<file path="src/rtl/acc8_pkg.sv">
// Shared constants, types and decode helpers for the 8-bit accumulator core.
// Assumes: data and address are both one byte wide, so absolute targets fit a
// single immediate byte and relative offsets wrap modulo 256.
package acc8_pkg;

    localparam int DW  = 8;            // data word width
    localparam int AW  = 8;            // program address width
    localparam int OPW = 4;            // opcode field width
    localparam int FW  = DW - OPW;     // operand field width
    localparam int SHW = 3;            // shift amount width

    typedef enum logic [1:0] {
        PH_FETCH  = 2'd0,
        PH_DECODE = 2'd1,
        PH_EXEC   = 2'd2,
        PH_STORE  = 2'd3
    } phase_e;

    typedef enum logic [OPW-1:0] {
        OP_LDI = 4'h0,
        OP_LDR = 4'h1,
        OP_STR = 4'h2,
        OP_ADD = 4'h3,
        OP_SUB = 4'h4,
        OP_AND = 4'h5,
        OP_OR  = 4'h6,
        OP_XOR = 4'h7,
        OP_SRL = 4'h8,
        OP_SRA = 4'h9,
        OP_SLL = 4'hA,
        OP_IN  = 4'hB,
        OP_OUT = 4'hC,
        OP_JMP = 4'hD,
        OP_BZR = 4'hE,
        OP_BNR = 4'hF
    } opcode_e;

    typedef struct packed {
        opcode_e         op;
        logic [FW-1:0]   arg;
    } instr_t;

    // True for opcodes followed by an immediate or target byte.
    function automatic logic has_ext(opcode_e op);
        return op inside {OP_LDI, OP_JMP, OP_BZR, OP_BNR};
    endfunction

    // True for opcodes whose ALU result lands in the accumulator.
    function automatic logic writes_acc(opcode_e op);
        return !(op inside {OP_STR, OP_OUT, OP_JMP, OP_BZR, OP_BNR});
    endfunction

endpackage

</file>
<file path="src/rtl/acc8_alu.sv">
// Combinational ALU. Every opcode passes through it; opcodes that compute
// nothing forward the accumulator unchanged so the store phase is uniform.
// Assumes: b already holds either the immediate byte or the register operand.
module acc8_alu
    import acc8_pkg::*;
(
    input  opcode_e          op,
    input  logic [DW-1:0]    a,
    input  logic [DW-1:0]    b,
    input  logic [SHW-1:0]   shamt,
    input  logic [DW-1:0]    port_in,
    output logic [DW-1:0]    y
);

    // Select the result for the current opcode.
    always_comb begin
        case (op)
            OP_LDI, OP_LDR: y = b;
            OP_ADD:         y = a + b;
            OP_SUB:         y = a - b;
            OP_AND:         y = a & b;
            OP_OR:          y = a | b;
            OP_XOR:         y = a ^ b;
            OP_SRL:         y = a >> shamt;
            OP_SRA:         y = $signed(a) >>> shamt;
            OP_SLL:         y = a << shamt;
            OP_IN:          y = port_in;
            default:        y = a;
        endcase
    end

endmodule

</file>
<file path="src/rtl/acc8_regfile.sv">
// General register bank: NREGS bytes, one synchronous write port and one
// combinational read port. Cleared by the synchronous active-low reset.
// Assumes: 2 <= NREGS <= 16 so the index fits the instruction operand field.
module acc8_regfile
    import acc8_pkg::*;
#(
    parameter  int NREGS = 4,
    localparam int IW    = (NREGS > 1) ? $clog2(NREGS) : 1
) (
    input  logic            clk,
    input  logic            rst_n,
    input  logic            we,
    input  logic [IW-1:0]   waddr,
    input  logic [DW-1:0]   wdata,
    input  logic [IW-1:0]   raddr,
    output logic [DW-1:0]   rdata
);

    logic [DW-1:0] bank [NREGS];

    // Clear on reset, otherwise write the addressed entry.
    always_ff @(posedge clk) begin
        if (!rst_n) begin
            for (int i = 0; i < NREGS; i++) begin
                bank[i] <= '0;
            end
        end else if (we) begin
            for (int i = 0; i < NREGS; i++) begin
                if (waddr == IW'(i)) begin
                    bank[i] <= wdata;
                end
            end
        end
    end

    // Read the addressed entry.
    always_comb begin
        rdata = '0;
        for (int i = 0; i < NREGS; i++) begin
            if (raddr == IW'(i)) begin
                rdata = bank[i];
            end
        end
    end

endmodule

</file>
<file path="src/rtl/acc8_seq.sv">
// Phase sequencer: cycles fetch -> decode -> execute -> store without stalls,
// giving every instruction the same four-clock length.
// Assumes: the program memory answers in exactly one clock.
module acc8_seq
    import acc8_pkg::*;
(
    input  logic     clk,
    input  logic     rst_n,
    output phase_e   phase
);

    // Advance one phase per clock; reset returns to fetch.
    always_ff @(posedge clk) begin
        if (!rst_n) begin
            phase <= PH_FETCH;
        end else begin
            case (phase)
                PH_FETCH:  phase <= PH_DECODE;
                PH_DECODE: phase <= PH_EXEC;
                PH_EXEC:   phase <= PH_STORE;
                default:   phase <= PH_FETCH;
            endcase
        end
    end

endmodule

</file>
<file path="src/rtl/acc8_branch.sv">
// Branch resolver: decides whether the current instruction redirects the
// program counter and computes the target.
// Assumes: next_pc already points past both bytes of the instruction, and
// AW equals DW so the relative sum wraps modulo the address space.
module acc8_branch
    import acc8_pkg::*;
(
    input  opcode_e          op,
    input  logic [FW-1:0]    arg,
    input  logic             zf,
    input  logic             nf,
    input  logic [AW-1:0]    next_pc,
    input  logic [DW-1:0]    ext,
    output logic             take,
    output logic [AW-1:0]    target
);

    // Evaluate the branch condition and the destination.
    always_comb begin
        take   = 1'b0;
        target = ext;
        case (op)
            OP_JMP: begin
                take   = (arg != '0) || zf;
                target = ext;
            end
            OP_BZR: begin
                take   = zf;
                target = next_pc + ext;
            end
            OP_BNR: begin
                take   = nf;
                target = next_pc + ext;
            end
            default: begin
                take   = 1'b0;
                target = ext;
            end
        endcase
    end

endmodule

</file>
<file path="src/rtl/acc8_core.sv">
// Top level of the 8-bit accumulator core. Holds the program counter, the
// instruction and immediate latches, the accumulator, the flags and the
// output port; wires in sequencer, ALU, register bank and branch resolver.
// Assumes: rom_data is the byte at rom_addr as it was one clock earlier.
module acc8_core
    import acc8_pkg::*;
#(
    parameter  int NREGS = 4,
    localparam int RIW   = (NREGS > 1) ? $clog2(NREGS) : 1
) (
    input  logic            clk,
    input  logic            rst_n,
    output logic [AW-1:0]   rom_addr,
    input  logic [DW-1:0]   rom_data,
    input  logic [DW-1:0]   in_port,
    output logic [DW-1:0]   out_port,
    output logic            out_we
);

    phase_e          phase;
    instr_t          ir_q;
    logic [AW-1:0]   pc_q;
    logic [DW-1:0]   acc_q;
    logic [DW-1:0]   res_q;
    logic [DW-1:0]   ext_q;
    logic            zf_q;
    logic            nf_q;

    logic [DW-1:0]   rf_rdata;
    logic [DW-1:0]   alu_b;
    logic [DW-1:0]   alu_y;
    logic            br_take;
    logic [AW-1:0]   br_target;
    logic            in_store;

    assign rom_addr = pc_q;
    assign in_store = (phase == PH_STORE);

    acc8_seq u_seq (
        .clk   (clk),
        .rst_n (rst_n),
        .phase (phase)
    );

    acc8_regfile #(.NREGS(NREGS)) u_rf (
        .clk   (clk),
        .rst_n (rst_n),
        .we    (in_store && (ir_q.op == OP_STR)),
        .waddr (ir_q.arg[RIW-1:0]),
        .wdata (res_q),
        .raddr (ir_q.arg[RIW-1:0]),
        .rdata (rf_rdata)
    );

    // The immediate form reads its operand straight from the memory byte.
    assign alu_b = (ir_q.op == OP_LDI) ? rom_data : rf_rdata;

    acc8_alu u_alu (
        .op      (ir_q.op),
        .a       (acc_q),
        .b       (alu_b),
        .shamt   (ir_q.arg[SHW-1:0]),
        .port_in (in_port),
        .y       (alu_y)
    );

    acc8_branch u_br (
        .op      (ir_q.op),
        .arg     (ir_q.arg),
        .zf      (zf_q),
        .nf      (nf_q),
        .next_pc (pc_q),
        .ext     (ext_q),
        .take    (br_take),
        .target  (br_target)
    );

    // Program counter: step per fetched byte, reload on a taken branch.
    always_ff @(posedge clk) begin
        if (!rst_n) begin
            pc_q <= '0;
        end else begin
            case (phase)
                PH_FETCH: pc_q <= pc_q + AW'(1);
                PH_EXEC:  if (has_ext(ir_q.op)) pc_q <= pc_q + AW'(1);
                PH_STORE: if (br_take) pc_q <= br_target;
                default:  pc_q <= pc_q;
            endcase
        end
    end

    // Instruction latch: capture the opcode byte in decode.
    always_ff @(posedge clk) begin
        if (!rst_n) begin
            ir_q <= '0;
        end else if (phase == PH_DECODE) begin
            ir_q <= instr_t'(rom_data);
        end
    end

    // Execute latches: second byte and ALU result.
    always_ff @(posedge clk) begin
        if (!rst_n) begin
            ext_q <= '0;
            res_q <= '0;
        end else if (phase == PH_EXEC) begin
            ext_q <= rom_data;
            res_q <= alu_y;
        end
    end

    // Accumulator and flags: written back in store for result-producing ops.
    always_ff @(posedge clk) begin
        if (!rst_n) begin
            acc_q <= '0;
            zf_q  <= 1'b0;
            nf_q  <= 1'b0;
        end else if (in_store && writes_acc(ir_q.op)) begin
            acc_q <= res_q;
            zf_q  <= (res_q == '0);
            nf_q  <= res_q[DW-1];
        end
    end

    // Output port: value and a single-clock strobe per output instruction.
    always_ff @(posedge clk) begin
        if (!rst_n) begin
            out_port <= '0;
            out_we   <= 1'b0;
        end else begin
            out_we <= in_store && (ir_q.op == OP_OUT);
            if (in_store && (ir_q.op == OP_OUT)) begin
                out_port <= res_q;
            end
        end
    end

endmodule

</file>
<file path="config.mk">
export PLATFORM = sky130hd
export DESIGN_NAME = acc8_core
export DESIGN_NICKNAME = d
export VERILOG_FILES = /design/src/rtl/acc8_pkg.sv /design/src/rtl/acc8_alu.sv /design/src/rtl/acc8_regfile.sv /design/src/rtl/acc8_seq.sv /design/src/rtl/acc8_branch.sv /design/src/rtl/acc8_core.sv
export SDC_FILE = /design/constraint.sdc
export NUM_CORES = 1
export LEC_CHECK = 0
export BUFFER_PORTS_ARGS = -buffer_cell sky130_fd_sc_hd__buf_2
export CORE_ASPECT_RATIO = 2
export CORE_MARGIN = 8
export CORE_UTILIZATION = 30
export DETAILED_ROUTE_END_ITERATION = 10
export PLACE_DENSITY_LB_ADDON = 0.1
export SLEW_MARGIN = 20
export SYNTH_ARGS = -nofsm -noshare
export SYNTH_HDL_FRONTEND = slang
export SYNTH_SLANG_ARGS = --single-unit
</file>
<file path="constraint.sdc">
create_clock -name clk -period 9.1 [get_ports clk]
set_input_delay 0.91 -clock clk [delete_from_list [all_inputs] [get_ports clk]]
set_output_delay 0.91 -clock clk [all_outputs]
set_load 0.05 [all_outputs]
</file>
==> results of run 1 <==
-- cell type report --
type                       instances  area [um2]
clock buffer                      12         278
clock inverter                     4        53.8
fill                            2078       13000
inverter                          37         139
multi-input combinational        522        3720
sequential                        84        2000
tap                              262         328
timing repair buffer              48         275
-- per-stage QoR --
step	hold slack, ns	area [um2]	setup WS (ns)	std cells
floorplan	0.450	6050	5.38	690
global placement	0.465	6450	4.40	953
detailed placement	0.466	6470	4.52	953
CTS	0.474	6800	4.47	969
global route	0.506	6800	4.05	969
finish	0.473	6800	4.47	969
-- critical path: stages (launching register included) --
cell and delay [ns]:
dfxtp_2 0.99, mux2i_1 0.37, nand2_1 0.08, a31oi_1 0.44, ha_1 0.28, a21oi_1 0.09
xnor2_1 0.16, ha_1 0.36, nand3_1 0.10, a21oi_1 0.05, nor4_1 0.84, o21ai_0 0.19
o311ai_0 0.32, nor3_1 0.11, a211oi_2 0.15
-- worst max path at each step --
stage | from | end | cells after the start
2_1_floorplan | ir_q[1] | res_q[7] | 16
3_3_place_gp | ir_q[6] | res_q[7] | 15
3_5_place_dp | ir_q[1] | res_q[7] | 14
4_1_cts | ir_q[1] | res_q[7] | 14
5_1_grt | ir_q[1] | res_q[7] | 15
6_report | ir_q[1] | res_q[7] | 14
-- registers in the layout, summed over array words and instances (netlist names) --
name,count
ext_q,8
res_q,8
u_rf.bank,32
rom_addr,8
acc_q,8
out_port,8
u_seq.phase,2
zf_q,1
ir_q,8
out_we,1
-- cells in the final DEF, fill, tap and decap left out, types with 33 or more instances in the layout --
cell | netlist | layout
nand2_1 | 50 | 50
o21ai_0 | 37 | 37
a21oi_1 | 36 | 35
mux2i_1 | 44 | 44
inv_1 | 36 | 36
ha_1 | 36 | 36
and2_1 | 33 | 33
nor2_1 | 64 | 64
dfxtp_1 | 52 | 51
buf_2 | 9 | 34
-- metal layers --
metal,GRT usage [%],vias to the layer above
li1,-,2558
met4,12.2,0
met5,0,-
met3,1.80,68
met2,33.3,169
met1,17.1,2569
-- power by group through the flow --
stage          clock network (mW)  registers [mW]  logic, mW
2_1_floorplan                   0           0.469      0.451
3_3_place_gp                    0           0.488      0.617
3_5_place_dp                    0           0.489      0.620
4_1_cts                     0.410           0.480      0.625
5_1_grt                     0.421           0.486      0.680
6_report                    0.399           0.481      0.628
-- cell families after synthesis --
logic type / share of synthesized area [%]
fa+ha+maj: 8.11
simple gates: 20.1
flops: 33.1
mux: 11.6
compound gates: 19.4
buf+inv: 5.77
xor+xnor: 2.01
==> impl_metrics.yaml, run 1 <==
run_status:
  status: "complete, no violations"
synth:
  synth_commonest_cells: "64 x nor2_1, 52 x dfxtp_1, 50 x nand2_1"
  synth.avg_cell_area_um2: 8.77
  synth_edf_count: 32
  seq_area_frac_synth_pct: 33.1
  synth_warnings: 0
  synth_cell_types: 74
  synthFlopType: "dfxtp_1"
  synthCells: 690
  async_flop_share_pct: 0
  yosysMostFrequentCell: "nor2_1"
  ys_top_cells_by_area: "dfxtp_1 17%, edfxtp_1 16%, ha_1 7.4%"
  synth_seq_cells: 84
  syn_nets: 746
  synth.top_cell.area_share_pct: 17.2
  synth_area_leader_cell: "dfxtp_1"
  netlist_area_um2: 6050
setup_path:
  r2r_cells: 14
  arrival_ns: 4.89
  reg2reg_to: "res_q[7]"
  cp-start-kind: "flip-flop"
  end_kind: "flip-flop"
  reg2reg_slack_ns: 4.47
  r2r-start: "ir_q[1]"
  crit_fanout: 47
  crit_type: "reg2reg"
  cp.required_ns: 9.36
detailed_routing:
  drc: 0
  drt_iter0_drc: 249
  via_per_inst: 5.54
  dr_wl_met2_um: 12100
  wl_met1_um: 7620
  met3WireLength_um: 644
  antenna_left: 0
  first_pass_iters: 6
  vias: 5364
  drt-total-wl_um: 21800
  top_layer: "met4"
  wl_per_cell_um: 22.5
worst_hold_path:
  holdPathEnd: "zf_q"
  holdCritStartpoint: "zf_q"
  hold_class: "reg2reg"
  holdPathStages: 2
sta:
  setup_viol: 0
  fin_crit_ns: 4.63
  tns_ns: 0
  grt_setup_unrepaired: "no"
  slew_headroom_pct: 32.3
  max_freq_ghz: 0.216
  clock_skew_ns: 0.00566
  slew_viol_final: 0
  post-route-period-util_pct: 50.9
  tightest_slew_ns: 1.02
  hold_viol: 0
floorplanning:
  fp.dieH_um: 217
  die_w_um: 116
  initial_core_util_pct: 30.5
  core_um2: 19800
  ios: 35
  rows: 73
  dieArea_um2: 25200
finish:
  syn2layout_area_growth_pct: 12.3
  fin_nets: 758
  drive_above_1_share_pct: 13.4
  antenna_cells: 0
  fin_util_pct: 34.3
global_route:
  grt.total_usage_pct: 17.6
  grt_max_degree: 48
  grt_pass1_vias: 5409
  grt_pass1_wl_um: 32900
  grt_overflow: 0
  antenna_found_initial: 0
cts:
  hold_buffers: 0
  cts_buffer_depth: 2
  cts-htree-levels: 3
  cts_tree: "built"
  cts_sinks: 84
  path_clk_slew_ns: 0.06
  cts_made_buffers: 9
  cts_setup_buffers: 0
  clkLatencyLatePin_ns: 0.34
  post_cts_resized: 0
  clockRootBuffer: "clkbuf_16"
power_and_ir_drop:
  pwr-share-clk_pct: 26.5
  switching_share_pct: 40.7
  p_leak_nw: 2.56
  combinationalPowerShare_pct: 41.6
  vdd_drop_max_mv: 0.114
  switchingPower_uw: 613
  internal-power_uw: 894
  p_seq_share_pct: 31.9
  finalPower_mw: 1.51
  powerDensity_nw_per_um2: 222
place:
  dp_hpwl_um: 16700
  port_buffers: 34
  gp_congestion: 0.958
run:
  maxCapViolCount: 0
(Power assumes the default switching activity.)
==> inputs of run 2 (changes only) <==
ABC_AREA = 1   (was unset)
clock period = 4.6 ns   (was 9.1 ns; I/O delays follow)
==> run 2 against run 1 <==
Global-route usage is 1.4 points higher; worst setup slack got worse by 3.8 ns; largest power group unchanged; via count grew 1.9%; clock skew increased by 0.0068 ns; total power grew 140%; count of clock-buffer cells in the layout shrank 2; final cell count rose by 11%; sequential power up 110%; largest cell class unchanged; die area shrank 5.0%.
==> impl_metrics.yaml, run 2 <==
sta:
  grt_setup_unrepaired: "no"
  post-route-period-util_pct: 86.0
  hold_viol: 0
  tightest_slew_ns: 0.935
  max_freq_ghz: 0.253
  clock_skew_ns: 0.0125
  worst_slack_ns: 0.645
  setup_viol: 0
  tns_ns: 0
  slew_viol_final: 0
  fin_crit_ns: 3.96
  slew_headroom_pct: 37.6
cts:
  cts-htree-levels: 3
  cts_made_buffers: 9
  hold_buffers: 0
  post_cts_resized: 0
  clkLatencyLatePin_ns: 0.34
  path_clk_slew_ns: 0.07
  cts_tree: "built"
  cts_sinks: 84
  cts_buffer_depth: 2
  cts_setup_buffers: 0
  clockRootBuffer: "clkbuf_16"
finish:
  syn2layout_area_growth_pct: 11.4
  top_register: "u_rf.bank"
  drive_above_1_share_pct: 10.6
  fin_util_pct: 33.9
  largest_reg_flops: 32
  fin_nets: 868
  layout_common_cells: "163 x nand2_1, 90 x inv_1, 83 x o21ai_0, 81 x nor2_1, 75 x a21oi_1"
  mostFrequentLayoutCell: "nand2_1"
  antenna_cells: 0
global_route:
  antenna_found_initial: 0
  grt_pass1_wl_um: 33700
  grt_pass1_vias: 5786
  grt.total_usage_pct: 19.0
  grt_max_degree: 27
  grt_overflow: 0
synth:
  synthFlopType: "dfxtp_1"
  async_flop_share_pct: 0
  yosysMostFrequentCell: "nand2_1"
  synth.avg_cell_area_um2: 7.25
  synth_cell_types: 53
  synth.top_cell.area_share_pct: 18.2
  synth_area_leader_cell: "dfxtp_1"
  seq_area_frac_synth_pct: 35.1
  synthCells: 788
  syn_nets: 844
  synth_commonest_cells: "163 x nand2_1, 90 x inv_1, 83 x o21ai_0"
  ys_top_cells_by_area: "dfxtp_1 18%, edfxtp_1 17%, nand2_1 11%"
  netlist_area_um2: 5710
  synth_seq_cells: 84
  synth_warnings: 0
  synth_edf_count: 32
place:
  gp_congestion: 0.939
  port_buffers: 34
  dp_slack_ns: 0.655
  dp_hpwl_um: 18000
setup_path:
  end_kind: "flip-flop"
  crit_type: "reg2reg"
  crit_fanout: 26
  cp-start-kind: "flip-flop"
  arrival_ns: 4.23
  cp.required_ns: 4.87
detailed_routing:
  drt_iter0_drc: 291
  via_per_inst: 5.10
  drc: 0
  antenna_left: 0
  vias: 5465
  wl_per_cell_um: 20.6
  drt-total-wl_um: 22100
  first_pass_iters: 5
worst_hold_path:
  hold_class: "in2reg"
power_and_ir_drop:
  p_leak_nw: 2.69
  powerDensity_nw_per_um2: 567
  p_seq_share_pct: 28.6
  pwr-share-clk_pct: 20.4
  vdd_drop_max_mv: 0.236
  switching_share_pct: 48.5
  combinationalPowerShare_pct: 50.9
  internal-power_mw: 1.86
  switchingPower_mw: 1.75
run:
  maxCapViolCount: 0
floorplanning:
  die_w_um: 114
  fp.dieH_um: 211
  core_um2: 18700
  dieArea_um2: 24000
  rows: 71
  initial_core_util_pct: 30.5
  ios: 35
run_status:
  status: "complete, no violations"
## run 2: cells by family (layout without fill, tap and decap cells)
family,Yosys count,in the layout,share of synthesized area (%)
mux,1,1,0.175
buf+inv,120,149,9.07
fa+ha+maj,38,38,8.59
flops,84,84,35.1
xor+xnor,10,10,1.53
simple gates,335,335,25.6
compound gates,200,200,20.0
## run 2: per-layer routing
metal	global-route usage [%]	up-vias	share of wire, %
li1	-	2677	-
met1	16.6	2585	33
met2	37.3	137	57
met3	2.49	66	2.5
met4	15.0	0	7.7
met5	0	-	0
## run 2: final timing paths
kind	start	end	slack, ns	cells past startpoint
worst max register to register	ir_q[0]	res_q[7]	0.64	21
worst min-delay path	rom_data[3]	ext_q[3]	0.41	3
worst max-delay path	ir_q[0]	res_q[7]	0.64	21
worst min register to register	res_q[1]	res_q[1]	0.50	2
## run 2: worst max-delay path: stages, from the launching register on
cell and delay (ns):
dfxtp_1 0.94, inv_2 0.28, nand3_1 0.14, nand3_1 0.17
a21oi_4 0.25, ha_1 0.20, nand2_1 0.06, o21ai_1 0.21
nand2_1 0.09, xor2_1 0.15, ha_1 0.33, a21oi_1 0.20
o21ai_0 0.11, a21oi_1 0.17, nand3_2 0.09, nand2_2 0.08
inv_1 0.04, nand2_1 0.06, nand3_2 0.07, nand2_1 0.08
nand2_1 0.06, a21oi_2 0.11
## run 2: area by class of cell
cell class | instances | area, um2
fill | 2065 | 12400
tap | 255 | 319
multi-input combinational | 584 | 3190
inverter | 95 | 357
clock inverter | 6 | 63.8
sequential | 84 | 2000
clock buffer | 10 | 229
timing repair buffer | 38 | 200
## run 2: stage by stage
step	hold slack [ns]	cell area, um2	std cells	total power, mW
3_5_place_dp	0.481	6070	1056	2.88
3_3_place_gp	0.473	6070	1056	2.88
2_1_floorplan	0.449	5710	788	2.36
4_1_cts	0.402	6360	1072	3.63
6_report	0.411	6360	1072	3.61
5_1_grt	0.416	6360	1072	3.89
## run 2: power groups by stage
stage               clock, mW  combinational [mW]  sequential, mW
floorplan                   0                1.29            1.07
global placement            0                1.84            1.05
detailed placement          0                1.83            1.05
CTS                     0.755                1.84            1.03
global route            0.779                2.06            1.05
finish                  0.737                1.84            1.03
==> inputs of run 3 (changes only) <==
CAP_MARGIN = 20   (was unset)
CTS_CLUSTER_DIAMETER = 150   (was unset)
REMOVE_ABC_BUFFERS = 1   (was unset)
==> run 3 against run 2 <==
Largest power group unchanged; critical path depth grew 2; clock skew shrank 0.0018 ns; fmax grew 11%; global-route usage shrank 0.49 points; critical endpoint is now res_q[5].
==> impl_metrics.yaml, run 3 (synthesis gave the netlist of run 2 again) <==
cts:
  post_cts_resized: 0
  hold_buffers: 0
  cts_buffer_depth: 2
  cts_sinks: 84
  clockRootBuffer: "clkbuf_16"
  path_clk_slew_ns: 0.07
  cts-htree-levels: 3
  clkLatencyLatePin_ns: 0.36
  cts_setup_buffers: 0
  cts_made_buffers: 9
  cts_tree: "built"
setup_path:
  r2r-start: "ir_q[1]"
  crit_fanout: 23
  cpMaxStageDelayCell: "dfxtp_1"
  end_kind: "flip-flop"
  crit_path_cell_trace: "buf_4 -> nor2_4 -> nand2_1 -> nand3_1 -> nand3_1 -> nand2_1 -> inv_1 -> ha_1 -> inv_1 -> o21ai_0 -> inv_1 -> ha_1 -> nand3_1 -> nand2_1 -> nand2_1 -> nand2_1 -> a21oi_1 -> nor2_1 -> nor2_1 -> nand2_1 -> nand4_1 -> nand2_1 -> a21oi_1"
  r2r_cells: 23
  arrival_ns: 3.84
  reg2reg_slack_ns: 1.03
  path_buf_inv: 4
  crit_family: "simple AND/OR/NAND/NOR gates"
  reg2reg_to: "res_q[5]"
  crit_top_cell: "nand2_1"
  max_stage_delay_ns: 0.33
  cp.required_ns: 4.87
  cp-start-kind: "flip-flop"
  crit_type: "reg2reg"
global_route:
  grt.met3_usage_pct: 2.63
  grt.total_usage_pct: 18.5
  grt_max_degree: 49
  gr-usage-met1_pct: 16.6
  gr-max-usage-layer: "met2"
  antenna_found_initial: 0
  met2_usage_pct: 36.9
  grt_overflow: 0
  grt_pass1_vias: 5675
  grt_pass1_wl_um: 33100
sta:
  clock_skew_ns: 0.0107
  worst_slack_ns: 1.03
  max_freq_ghz: 0.280
  fin_crit_ns: 3.57
  setup_viol: 0
  grt_setup_unrepaired: "no"
  slew_headroom_pct: 33.4
  tightest_slew_ns: 0.994
  post-route-period-util_pct: 77.5
  tns_ns: 0
  slew_viol_final: 0
  hold_viol: 0
power_and_ir_drop:
  internal-power_mw: 1.88
  powerDensity_nw_per_um2: 570
  p_seq_share_pct: 27.7
  p_leak_nw: 2.70
  switching_share_pct: 48.4
  pwr-share-clk_pct: 21.1
  vdd_drop_max_mv: 0.215
  switchingPower_mw: 1.76
  combinationalPowerShare_pct: 51.2
  finalPower_mw: 3.64
floorplanning:
  die_w_um: 114
  ios: 35
  dieArea_um2: 24000
  core_um2: 18700
  fp.dieH_um: 211
  rows: 71
  initial_core_util_pct: 30.5
run_status:
  status: "complete, no violations"
detailed_routing:
  via_per_inst: 5.15
  drt_iter0_drc: 386
  wl_per_cell_um: 20.1
  drt-total-wl_um: 21600
  antenna_left: 0
  first_pass_iters: 5
  drc: 0
  vias: 5519
place:
  dp_hpwl_um: 17200
  dp_slack_ns: 1.03
  port_buffers: 34
  gp_congestion: 0.980
  dp_cells: 1056
finish:
  instances_no_fill: 1072
  top_register: "u_rf.bank"
  largest_reg_flops: 32
  drive_above_1_share_pct: 10.9
  antenna_cells: 0
  layout_common_cells: "163 x nand2_1, 90 x inv_1, 83 x o21ai_0, 81 x nor2_1, 75 x a21oi_1"
  syn2layout_area_growth_pct: 11.6
  fin_nets: 868
  mostFrequentLayoutCell: "nand2_1"
worst_hold_path:
  holdPathStages: 3
  holdPathEnd: "ir_q[5]"
  hold_class: "in2reg"
  holdCritStartpoint: "rom_data[5]"
run:
  maxCapViolCount: 0
[run 3: cell types whose count changed in the layout (fill, tap and decap cells not counted)]
cell and delta:
clkbuf_8 +1, clkinv_1 -1, clkinvlp_4 -1, inv_4 +1, nor3_1 -1, nor3_2 +1
[run 3: cell type report]
| cell class | instances | area, um2 |
|---|---|---|
| clock buffer | 11 | 243 |
| fill | 2035 | 12400 |
| timing repair buffer | 38 | 200 |
| sequential | 84 | 2000 |
| clock inverter | 5 | 58.8 |
| tap | 255 | 319 |
| inverter | 95 | 357 |
| multi-input combinational | 584 | 3200 |
[run 3: worst reg2reg max path, stage by stage, from the launching register on]
cell,delay [ns]
dfxtp_1,0.33
buf_4,0.22
nor2_4,0.31
nand2_1,0.09
nand3_1,0.10
nand3_1,0.07
nand2_1,0.19
inv_1,0.13
ha_1,0.29
inv_1,0.03
o21ai_0,0.30
inv_1,0.08
ha_1,0.27
nand3_1,0.08
nand2_1,0.15
nand2_1,0.10
nand2_1,0.05
a21oi_1,0.17
nor2_1,0.06
nor2_1,0.08
nand2_1,0.08
nand4_1,0.09
nand2_1,0.08
a21oi_1,0.13
[run 3: worst max-delay path by stage]
| stage | start | end | slack [ns] | depth (start not counted) |
|---|---|---|---|---|
| 2_1_floorplan | ir_q[1] | res_q[7] | 1.18 | 24 |
| 3_3_place_gp | ir_q[1] | res_q[7] | 1.06 | 23 |
| 3_5_place_dp | ir_q[1] | res_q[7] | 1.03 | 22 |
| 4_1_cts | ir_q[1] | res_q[7] | 1.01 | 22 |
| 5_1_grt | ir_q[1] | res_q[7] | 0.60 | 23 |
| 6_report | ir_q[1] | res_q[5] | 1.03 | 23 |
[run 3: metal layers]
layer	vias to the layer above	share of wire (%)
met2	160	57
met4	0	5.9
met3	50	3.8
met5	-	0
met1	2627	34
li1	2682	-
[run 3: power by group through the flow]
stage / combinational [mW] / clock, mW / sequential (mW)
6_report: 1.86 / 0.767 / 1.01
2_1_floorplan: 1.21 / 0 / 1.09
5_1_grt: 2.07 / 0.813 / 1.02
3_5_place_dp: 1.86 / 0 / 1.02
4_1_cts: 1.87 / 0.786 / 1.01
3_3_place_gp: 1.85 / 0 / 1.02
[run 3: stage by stage]
stage	utilization (%)	hold slack, ns	area, um2
global route	34.0	0.423	6370
finish	34.0	0.405	6370
detailed placement	32.4	0.474	6070
CTS	34.0	0.395	6370
global placement	32.4	0.470	6070
floorplan	-	0.448	5550
